==> config.mk <==
export PLATFORM = sky130hd
export DESIGN_NAME = pipe_hazard_ctl
export DESIGN_NICKNAME = d
export VERILOG_FILES = /design/src/rtl/hz_pkg.sv /design/src/rtl/hz_src_cmp.sv /design/src/rtl/hz_decide.sv /design/src/rtl/hz_sel_reg.sv /design/src/rtl/pipe_hazard_ctl.sv
export SDC_FILE = /design/constraint.sdc
export NUM_CORES = 1
export LEC_CHECK = 0
export ABC_CLOCK_PERIOD_IN_PS = 2200
export BUFFER_PORTS_ARGS = -buffer_cell sky130_fd_sc_hd__buf_2
export CORE_MARGIN = 2
export CORE_UTILIZATION = 40
export CTS_CLUSTER_DIAMETER = 100
export DETAILED_ROUTE_END_ITERATION = 12
export PLACE_DENSITY = 0.81
export SYNTH_ARGS = -nofsm -noshare
export SYNTH_HDL_FRONTEND = slang
export SYNTH_HIERARCHICAL = 1
export SYNTH_SLANG_ARGS = --single-unit
==> constraint.sdc <==
create_clock -name clk_i -period 2.2 [get_ports clk_i]
set_input_delay 0.11 -clock clk_i [delete_from_list [all_inputs] [get_ports clk_i]]
set_output_delay 0.11 -clock clk_i [all_outputs]
set_load 0.02 [all_outputs]
==> src/rtl/hz_pkg.sv <==
`timescale 1ns/1ps
package hz_pkg;
  typedef enum logic [1:0] {
    FWD_RF    = 2'b00,
    FWD_EXMEM = 2'b01,
    FWD_MEMWB = 2'b10
  } fwd_sel_e;

  localparam int unsigned NUM_SRC = 2;
endpackage

==> src/rtl/hz_src_cmp.sv <==
`timescale 1ns/1ps
module hz_src_cmp #(
  parameter int unsigned AW = 5
) (
  input  logic [AW-1:0] src_i,
  input  logic          use_i,
  input  logic [AW-1:0] ex_rd_i,
  input  logic          ex_wen_i,
  input  logic          ex_load_i,
  input  logic [AW-1:0] mem_rd_i,
  input  logic          mem_wen_i,
  input  logic [AW-1:0] wb_rd_i,
  input  logic          wb_wen_i,
  output logic          hit_ex_o,
  output logic          hit_load_o,
  output logic          hit_mem_o,
  output logic          hit_wb_o
);
  logic live;

  // register 0 is hardwired, never a dependency
  assign live       = use_i && (src_i != '0);
  assign hit_ex_o   = live && ex_wen_i  && (ex_rd_i  == src_i);
  assign hit_load_o = hit_ex_o && ex_load_i;
  assign hit_mem_o  = live && mem_wen_i && (mem_rd_i == src_i);
  assign hit_wb_o   = live && wb_wen_i  && (wb_rd_i  == src_i);
endmodule

==> src/rtl/hz_decide.sv <==
`timescale 1ns/1ps
module hz_decide
  import hz_pkg::*;
#(
  parameter int unsigned NS         = 2,
  parameter bit          FWD_EN     = 1'b1,
  parameter bit          RF_WR_LATE = 1'b0
) (
  input  logic [NS-1:0] hit_ex_i,
  input  logic [NS-1:0] hit_load_i,
  input  logic [NS-1:0] hit_mem_i,
  input  logic [NS-1:0] hit_wb_i,
  output logic          stall_o,
  output fwd_sel_e      sel_o [NS],
  output logic [NS-1:0] byp_o
);
  generate
    if (FWD_EN) begin : g_fwd
      // only a load still in execute cannot be bypassed
      assign stall_o = |hit_load_i;
      for (genvar g = 0; g < NS; g++) begin : g_sel
        assign sel_o[g] = hit_ex_i[g]  ? FWD_EXMEM :
                          hit_mem_i[g] ? FWD_MEMWB : FWD_RF;
      end
    end else begin : g_ilock
      assign stall_o = |(hit_ex_i | hit_mem_i | hit_load_i);
      for (genvar g = 0; g < NS; g++) begin : g_sel
        assign sel_o[g] = FWD_RF;
      end
    end
  endgenerate

  // late-write register file: write-back result must enter the ID/EX latch
  assign byp_o = hit_wb_i & {NS{RF_WR_LATE}};
endmodule

==> src/rtl/hz_sel_reg.sv <==
`timescale 1ns/1ps
module hz_sel_reg
  import hz_pkg::*;
#(
  parameter int unsigned NS = 2
) (
  input  logic     clk_i,
  input  logic     rst_ni,
  input  logic     clr_i,
  input  fwd_sel_e d_i [NS],
  output fwd_sel_e q_o [NS]
);
  always_ff @(posedge clk_i or negedge rst_ni) begin
    if (!rst_ni) begin
      for (int i = 0; i < NS; i++) q_o[i] <= FWD_RF;
    end else begin
      for (int i = 0; i < NS; i++) q_o[i] <= clr_i ? FWD_RF : d_i[i];
    end
  end
endmodule

==> src/rtl/pipe_hazard_ctl.sv <==
`timescale 1ns/1ps
module pipe_hazard_ctl
  import hz_pkg::*;
#(
  parameter int unsigned AW         = 5,
  parameter bit          FWD_EN     = 1'b1,
  parameter bit          RF_WR_LATE = 1'b0
) (
  input  logic          clk_i,
  input  logic          rst_ni,
  input  logic [AW-1:0] id_rs1_i,
  input  logic          id_rs1_use_i,
  input  logic [AW-1:0] id_rs2_i,
  input  logic          id_rs2_use_i,
  input  logic [AW-1:0] ex_rd_i,
  input  logic          ex_wen_i,
  input  logic          ex_load_i,
  input  logic [AW-1:0] mem_rd_i,
  input  logic          mem_wen_i,
  input  logic [AW-1:0] wb_rd_i,
  input  logic          wb_wen_i,
  output logic          pc_en_o,
  output logic          ifid_en_o,
  output logic          idex_en_o,
  output logic          idex_bubble_o,
  output logic [1:0]    fwd_a_o,
  output logic [1:0]    fwd_b_o,
  output logic          id_byp_a_o,
  output logic          id_byp_b_o
);
  localparam int unsigned NS = NUM_SRC;

  logic [AW-1:0] src   [NS];
  logic [NS-1:0] src_use;
  logic [NS-1:0] hit_ex, hit_load, hit_mem, hit_wb, byp;
  logic          stall;
  fwd_sel_e      sel_nxt [NS];
  fwd_sel_e      sel_q   [NS];

  assign src[0]     = id_rs1_i;
  assign src[1]     = id_rs2_i;
  assign src_use[0] = id_rs1_use_i;
  assign src_use[1] = id_rs2_use_i;

  generate
    for (genvar g = 0; g < NS; g++) begin : g_cmp
      hz_src_cmp #(.AW(AW)) u_cmp (
        .src_i     (src[g]),
        .use_i     (src_use[g]),
        .ex_rd_i   (ex_rd_i),
        .ex_wen_i  (ex_wen_i),
        .ex_load_i (ex_load_i),
        .mem_rd_i  (mem_rd_i),
        .mem_wen_i (mem_wen_i),
        .wb_rd_i   (wb_rd_i),
        .wb_wen_i  (wb_wen_i),
        .hit_ex_o  (hit_ex[g]),
        .hit_load_o(hit_load[g]),
        .hit_mem_o (hit_mem[g]),
        .hit_wb_o  (hit_wb[g])
      );
    end
  endgenerate

  hz_decide #(.NS(NS), .FWD_EN(FWD_EN), .RF_WR_LATE(RF_WR_LATE)) u_dec (
    .hit_ex_i  (hit_ex),
    .hit_load_i(hit_load),
    .hit_mem_i (hit_mem),
    .hit_wb_i  (hit_wb),
    .stall_o   (stall),
    .sel_o     (sel_nxt),
    .byp_o     (byp)
  );

  // selects travel with the instruction into execute; a bubble carries none
  hz_sel_reg #(.NS(NS)) u_sel (
    .clk_i (clk_i),
    .rst_ni(rst_ni),
    .clr_i (stall),
    .d_i   (sel_nxt),
    .q_o   (sel_q)
  );

  assign pc_en_o       = !stall;
  assign ifid_en_o     = !stall;
  assign idex_en_o     = 1'b1;
  assign idex_bubble_o = stall;
  assign fwd_a_o       = sel_q[0];
  assign fwd_b_o       = sel_q[1];
  assign id_byp_a_o    = byp[0];
  assign id_byp_b_o    = byp[1];

  AST_BUBBLE_CLEARS_SEL: assert property (@(posedge clk_i) disable iff (!rst_ni)
    idex_bubble_o |=> (fwd_a_o == FWD_RF && fwd_b_o == FWD_RF));

  AST_R0_INERT: assert property (@(posedge clk_i) disable iff (!rst_ni)
    (id_rs1_i == '0 && id_rs2_i == '0) |-> (!idex_bubble_o && !id_byp_a_o && !id_byp_b_o));

  generate
    if (FWD_EN) begin : g_ast_fwd
      AST_ALU_NO_STALL: assert property (@(posedge clk_i) disable iff (!rst_ni)
        !ex_load_i |-> !idex_bubble_o);

      AST_LOAD_USE_STALL: assert property (@(posedge clk_i) disable iff (!rst_ni)
        (id_rs1_use_i && id_rs1_i != '0 && ex_wen_i && ex_load_i && ex_rd_i == id_rs1_i)
        |-> idex_bubble_o);

      AST_EXMEM_FIRST: assert property (@(posedge clk_i) disable iff (!rst_ni)
        (!idex_bubble_o && id_rs1_use_i && id_rs1_i != '0 && ex_wen_i && ex_rd_i == id_rs1_i
         && mem_wen_i && mem_rd_i == id_rs1_i) |=> (fwd_a_o == FWD_EXMEM));
    end else begin : g_ast_ilock
      AST_ILOCK_EX_STALL: assert property (@(posedge clk_i) disable iff (!rst_ni)
        (id_rs2_use_i && id_rs2_i != '0 && ex_wen_i && ex_rd_i == id_rs2_i) |-> idex_bubble_o);

      AST_ILOCK_MEM_STALL: assert property (@(posedge clk_i) disable iff (!rst_ni)
        (id_rs1_use_i && id_rs1_i != '0 && mem_wen_i && mem_rd_i == id_rs1_i) |-> idex_bubble_o);
    end
  endgenerate
endmodule

=== Yosys cells after proc, flatten, opt, wreduce, memory -nomap -nowiden ===
Cells that the tools add are included.

* Flip-flop bits (word level): 4
* Word-level logic and storage cells: 28
* Output and inout port bits: 10

* Mux-type cells: 6
* Reduce and logical (&&, ||, !) cells: 16
* Equal/unequal tests: 4

{| class="wikitable"
|+ Operators with widths
! operator !! count
|-
| $eq 5x5->1 || 4
|-
| $logic_and 1x1->1 || 12
|-
| $mux 2 || 6
|-
| $reduce_bool 5->1 || 2
|-
| $reduce_or 2->1 || 1
|-
| $logic_not 1->1 || 1
|}

=== Logic depth before layout (Yosys ltp) ===
Gate-level depths: netlist of run 1.

* Depth in word-level cells: 7
* Mapped depth: 6
* Depth with buffers taken out: 5

=== Modules after synthesis ===
The synthesis of run 1 kept the hierarchy.

{| class="wikitable"
|+ Modules (own cells, without submodules)
! module !! cells an instance !! instances !! area an instance (um^2)
|-
| hz_src_cmp || 30 || 2 || 210.2
|-
| hz_sel_reg || 8 || 1 || 125.1
|-
| hz_decide || 8 || 1 || 52.6
|-
| pipe_hazard_ctl || 4 || 1 || 22.5
|}

=== Worst setup path before layout of run 1 ===
OpenSTA, ideal clock, no wires.

* Kind: input port to output port
* Start point: input port id_rs2_i[1]
* End point: output port pc_en_o
* Arrival: 1.617 ns
* Cell stages on the path: 6
* Buffers on the path: 1
* Slack: 0.473 ns
* Path through: or4_1 > o21ai_2 > nor4_1 > or2_1 > inv_1 > buf_4

* Cells in the longest elaborated chain, start to end: 7
* Elaborated cells between the ends (all ways): 8
* Classes of those cells: eq/ne: 1; reduce/logical: 7

{| class="wikitable"
|+ Ends and longest elaborated chain
! what !! RTL line !! source
|-
| from (decl) || pipe_hazard_ctl.sv:13 || <nowiki>input logic [AW-1:0] id_rs2_i,</nowiki>
|-
| $reduce_bool 5->1 || hz_src_cmp.sv:22 || <nowiki>assign live = use_i && (src_i != '0);</nowiki>
|-
| $logic_and 1x1->1 || hz_src_cmp.sv:22 ||
|-
| $logic_and 1x1->1 || hz_src_cmp.sv:23 || <nowiki>assign hit_ex_o = live && ex_wen_i && (ex_rd_i == src_i);</nowiki>
|-
| $logic_and 1x1->1 (*) || hz_src_cmp.sv:23 ||
|-
| $logic_and 1x1->1 (*) || hz_src_cmp.sv:24 || <nowiki>assign hit_load_o = hit_ex_o && ex_load_i;</nowiki>
|-
| named net hit_load[1] || pipe_hazard_ctl.sv:35 || <nowiki>logic [NS-1:0] hit_ex, hit_load, hit_mem, hit_wb, byp;</nowiki>
|-
| $reduce_or 2->1 (*) || hz_decide.sv:20 || <nowiki>assign stall_o = |hit_load_i;</nowiki>
|-
| named net idex_bubble_o || pipe_hazard_ctl.sv:25 || <nowiki>output logic idex_bubble_o,</nowiki>
|-
| $logic_not 1->1 (*) || n/a ||
|-
| to (decl) || pipe_hazard_ctl.sv:22 || <nowiki>output logic pc_en_o,</nowiki>
|}

The timed path passes the listed nets; every way through them passes the cells marked *.

=== Worst setup path in the final report of run 1 ===
* Start point: input port id_rs2_i[1]
* End point: output port ifid_en_o

* Cells in the longest elaborated chain, start to end: 7
* Elaborated cells between the ends (all ways): 8
* Classes of those cells: eq/ne: 1; reduce/logical: 7

{| class="wikitable"
|+ Ends and longest elaborated chain
! what !! RTL line !! source
|-
| $reduce_bool 5->1 || hz_src_cmp.sv:22 ||
|-
| $logic_and 1x1->1 || hz_src_cmp.sv:22 ||
|-
| $logic_and 1x1->1 || hz_src_cmp.sv:23 ||
|-
| $logic_and 1x1->1 (*) || hz_src_cmp.sv:23 ||
|-
| $logic_and 1x1->1 (*) || hz_src_cmp.sv:24 ||
|-
| named net hit_load[1] || pipe_hazard_ctl.sv:35 ||
|-
| $reduce_or 2->1 (*) || hz_decide.sv:20 ||
|-
| $logic_not 1->1 (*) || pipe_hazard_ctl.sv:85 || <nowiki>assign ifid_en_o = !stall;</nowiki>
|-
| to (decl) || pipe_hazard_ctl.sv:23 || <nowiki>output logic ifid_en_o,</nowiki>
|}

Marked as above.

==> run metrics, run 1 <==
Switching Fraction=0.301; Die W=39.5 µm; CTS tree=built; DP Wirelength=1.06 mm; Pleak=0.000324 µW; initial DRC count=3; GRT Total Usage=0.176; startpoint types=input port; Residual DRC=0; layout cells sized above 1=0.396; worst hold path type=in -> async; unrepaired setup endpoints after global routing=false; maxcap violations=0; Net Sw Power=79.3 µW; status=complete, no violations; Chip Height=39.5 µm; H-tree Lvls=1; crit share post-route=0.762; critical path buffer and inverter count=3; number of vias per cell=5.00; Mapped Area=503 µm²; fmax=597 MHz; # rows=12; syn_area_per_cell=7.86 µm²; port bufs=33; cell mode on critical path=buf_2; Clock Root Buffer=clkbuf_4; crit path max fanout=6; sequential share of power=0.285; Internal Power=184 µW; drt wl/cell=10.6 µm; initial core utilization=0.441; Yosys Warn Count=6; Post-DP Area=644 µm²; IO Count=43; critical-path cell list=buf_2 > or4_1 > o21ai_2 > nor4_1 > or2_1 > inv_1 > buf_2; Post-Syn Instances=64; Slowest cell on crit path=or4_1; post_cts resized=0; Crit Path Category=in -> out; Pwr per Cell Area=388 nW/µm²; register with the most flip-flops=u_sel/q_o; Worst EP arrival=1.57 ns; worst vdd ir=0.180 mV; CTS sink cnt=4; post-route setup TNS=0 ns; CORE AREA=1140 µm²; Clock Pin Slew Worst Setup and Hold Paths=0.04 ns; filler cell count=112; Net count, final=131; Area Overhead vs Synth=34.6%; CP top delay family=simple AND/OR/NAND/NOR gates; Largest register FFs=4; Diodes inserted=0; Design Area, Final=677 µm²; Hold Fails Final Rpt=0; Worst Path Required=2.09 ns; vias in the first global route=467; Placer Congestion=0.820; pin count of the biggest net entering global routing=7; top flop regs=u_sel/q_o (4); CP endpoint kind=output pin; DR pass1 iterations=4; initial antenna violation count=0; vias=550; TritonCTS buffer count=3; first-pass GRT wire length=1.85 mm; Longest Clk Path Bufs=2; remaining global-route overflow=0; Pins Over Slew Limit=0; combinational share of power=0.382; die area=1560 µm²; Final Routed Wirelength=1.17 mm; min Tclk post-route=1.68 ns; clock share of power=0.333; Final setup viols=0; Antenna Nets Post-Route=0; largest stage delay on the critical path=0.54 ns
metal layers:
| metal | part of all wire | vias up | wire length (µm) | global-route usage |
|---|---|---|---|---|
| li1 | - | 268 | - | - |
| met1 | 0.36 | 233 | 420 | 0.182 |
| met2 | 0.50 | 43 | 588 | 0.344 |
| met3 | 0.11 | 6 | 129 | 0.0170 |
| met4 | 0.024 | 0 | 28 | 0.0776 |
| met5 | 0 | - | 0 | 0 |
cell type report:
class,count,area (µm²),share of cell area
Sequential cell,4,100,0.148
Clock buffer,3,22.5,0.0333
Multi-Input combinational cell,52,350,0.518
Inverter,3,11.3,0.0166
Timing Repair Buffer,34,175,0.259
Tap cell,14,17.5,0.0259
worst max-delay path by stage:
stage	depth (start not counted)	from	end
2_1_floorplan	6	id_rs2_i[1]	pc_en_o
3_3_place_gp	7	id_rs2_i[1]	pc_en_o
3_5_place_dp	7	id_rs2_i[1]	ifid_en_o
4_1_cts	7	id_rs2_i[1]	ifid_en_o
5_1_grt	7	id_rs2_i[1]	ifid_en_o
6_report	7	id_rs2_i[1]	ifid_en_o
per-stage QoR:
step	util	power, µW	hold WS [ns]	setup WS (ns)	cells
6_report	0.593	263	0.216	0.525	110
5_1_grt	0.593	280	0.234	0.446	110
4_1_cts	0.593	268	0.219	0.519	110
3_5_place_dp	0.565	175	-0.0816	0.521	106
3_3_place_gp	0.565	171	-0.0871	0.553	106
2_1_floorplan	-	133	-0.186	0.497	65
power groups by stage:
stage | Clock [µW] | Sequential (µW) | Combinational [µW]
4_1_cts | 92.9 | 74.8 | 101
2_1_floorplan | 0 | 76.8 | 56.2
3_3_place_gp | 0 | 75.7 | 95.3
6_report | 87.6 | 74.8 | 101
5_1_grt | 94.5 | 74.8 | 111
3_5_place_dp | 0 | 75.7 | 99.1
layout by cell type, fill, tap and decap left out, drive strengths merged:
cell type,count
nor2b,6
clkbuf,3
inv,3
nor3,2
nand2b,2
nand2,4
nand4,2
nand3,4
nor4,4
or4,2
or2,1
dlygate4sd3,1
xnor2,18
o21ai,4
dfrtp,4
conb,3
buf,33
timing repair:
item	CTS	global route
hold endpoints to repair	4	0
setup buffers	0	0
hold buffers	1	0
Note: power is estimated with default switching activity, not from simulation.
==> run 2: changes to the inputs <==
- ABC_CLOCK_PERIOD_IN_PS: 2200 -> 1700
- clock period: 2.2 -> 1.7 ns (I/O delays scaled with it)
==> run metrics, run 2 (synthesis results as in run 1) <==
status=complete, no violations; # rows=12; Clock Root Buffer=clkbuf_4; first-pass GRT wire length=1.74 mm; top flop regs=u_sel/q_o (4); Chip Height=39.5 µm; Pwr per Cell Area=495 nW/µm²; CTS sink cnt=4; CORE AREA=1140 µm²; Net count, final=134; initial DRC count=7; register with the most flip-flops=u_sel/q_o; CTS tree=built; Largest register FFs=4; layout cells sized above 1=0.414; Hold Fails Final Rpt=0; worst hold path type=in -> async; fmax=618 MHz; commonest non-fill, non-tap cell in the layout=buf_2; drt wl/cell=10.9 µm; Residual DRC=0; Antenna Nets Post-Route=0; Crit Path Category=in -> out; remaining global-route overflow=0; DR pass1 iterations=4; crit path max fanout=6; Final setup viols=0; port bufs=33; vias=560; DP Wirelength=1.02 mm; cell mode on critical path=buf_2; vias in the first global route=483; initial core utilization=0.441; worst vdd ir=0.247 mV; pin count of the biggest net entering global routing=7; number of vias per cell=4.96; unrepaired setup endpoints after global routing=false; die area=1560 µm²; startpoint types=input port; CP endpoint kind=output pin; Longest Clk Path Bufs=2; Pleak=0.000339 µW; worst setup margin=0.0830 ns; Worst Path Required=1.62 ns; min Tclk post-route=1.62 ns; placed cells=106; crit share post-route=0.951; TritonCTS buffer count=3; Final Non-Filler Cells=113; H-tree Lvls=1; Die W=39.5 µm; Worst EP arrival=1.53 ns; Diodes inserted=0; GRT Total Usage=0.165; Clock Pin Slew Worst Setup and Hold Paths=0.04 ns; pre-CTS setup slack=0.0685 ns; largest stage delay on the critical path=0.53 ns; Final Routed Wirelength=1.23 mm; Pins Over Slew Limit=0; post_cts resized=0; Area Overhead vs Synth=39.1%; Slowest cell on crit path=or4_1; filler cell count=109; initial antenna violation count=0; IO Count=43; commonest cells after routing, fill and taps aside=33 x buf_2, 18 x xnor2_1, 6 x nor2b_1; maxcap violations=0; post-route setup TNS=0 ns; Hold Slack=0.193 ns; critical-path cell list=buf_2 > or4_1 > o21ai_2 > nor4_1 > or2_1 > inv_1 > buf_2; Placer Congestion=0.820
[run 2: changes by cell type in the layout (fill, tap and decap cells not counted), sizes merged]
cell	before	now
buf	33	36
[run 2: final cells by class]
type                    instances  area (µm²)  share of cell area
well taps                      14        17.5              0.0250
repair buffers                 37         198               0.283
inverters                       3        11.3              0.0161
flip-flops and latches          4         100               0.143
multi-input cells              52         350               0.501
clock buffers                   3        22.5              0.0322
[run 2: worst max-delay path, delay by kind of cell]
kind / cells / cell delay (ns)
compound gates: 1 / 0.17
buf+inv: 3 / 0.37
simple gates: 3 / 0.90
[run 2: metal layers]
layer | share of wire | track usage | wire, µm
met2 | 0.52 | 0.307 | 644
met3 | 0.089 | 0.0170 | 109
met1 | 0.38 | 0.169 | 463
met4 | 0.011 | 0.112 | 13
met5 | 0 | 0 | 0
[run 2: repair_timing]
item                       4_1_cts  5_1_grt
hold buffers                     1        0
hold endpoints to repair         4        0
setup endpoints to repair        0        2
setup buffers                    0        3
[run 2: path summary, 6_finish.rpt]
kind,depth (start not counted),slack [ns],end,startpoint
max,7,0.08,ifid_en_o,id_rs1_i[1]
min,2,0.19,u_sel/q_o[2]$_DFF_PN0_,rst_ni
max in group asynchronous,2,1.39,u_sel/q_o[0]$_DFF_PN0_,rst_ni
min in group clk_i,4,0.25,u_sel/q_o[0]$_DFF_PN0_,id_rs2_use_i
[run 2: report_power, final]
group | internal [µW] | switching (µW)
registers | 96.7 | 0.170
logic | 65.8 | 69.3
clock network | 78.7 | 35.5
[run 2: through the flow]
step / util / power [µW] / instance area, µm²
final: 0.613 / 346 / 699
after global routing: 0.613 / 368 / 699
after global placement: 0.565 / 221 / 644
after detailed placement: 0.565 / 225 / 644
after CTS: 0.593 / 346 / 677
after floorplan: - / 172 / 507
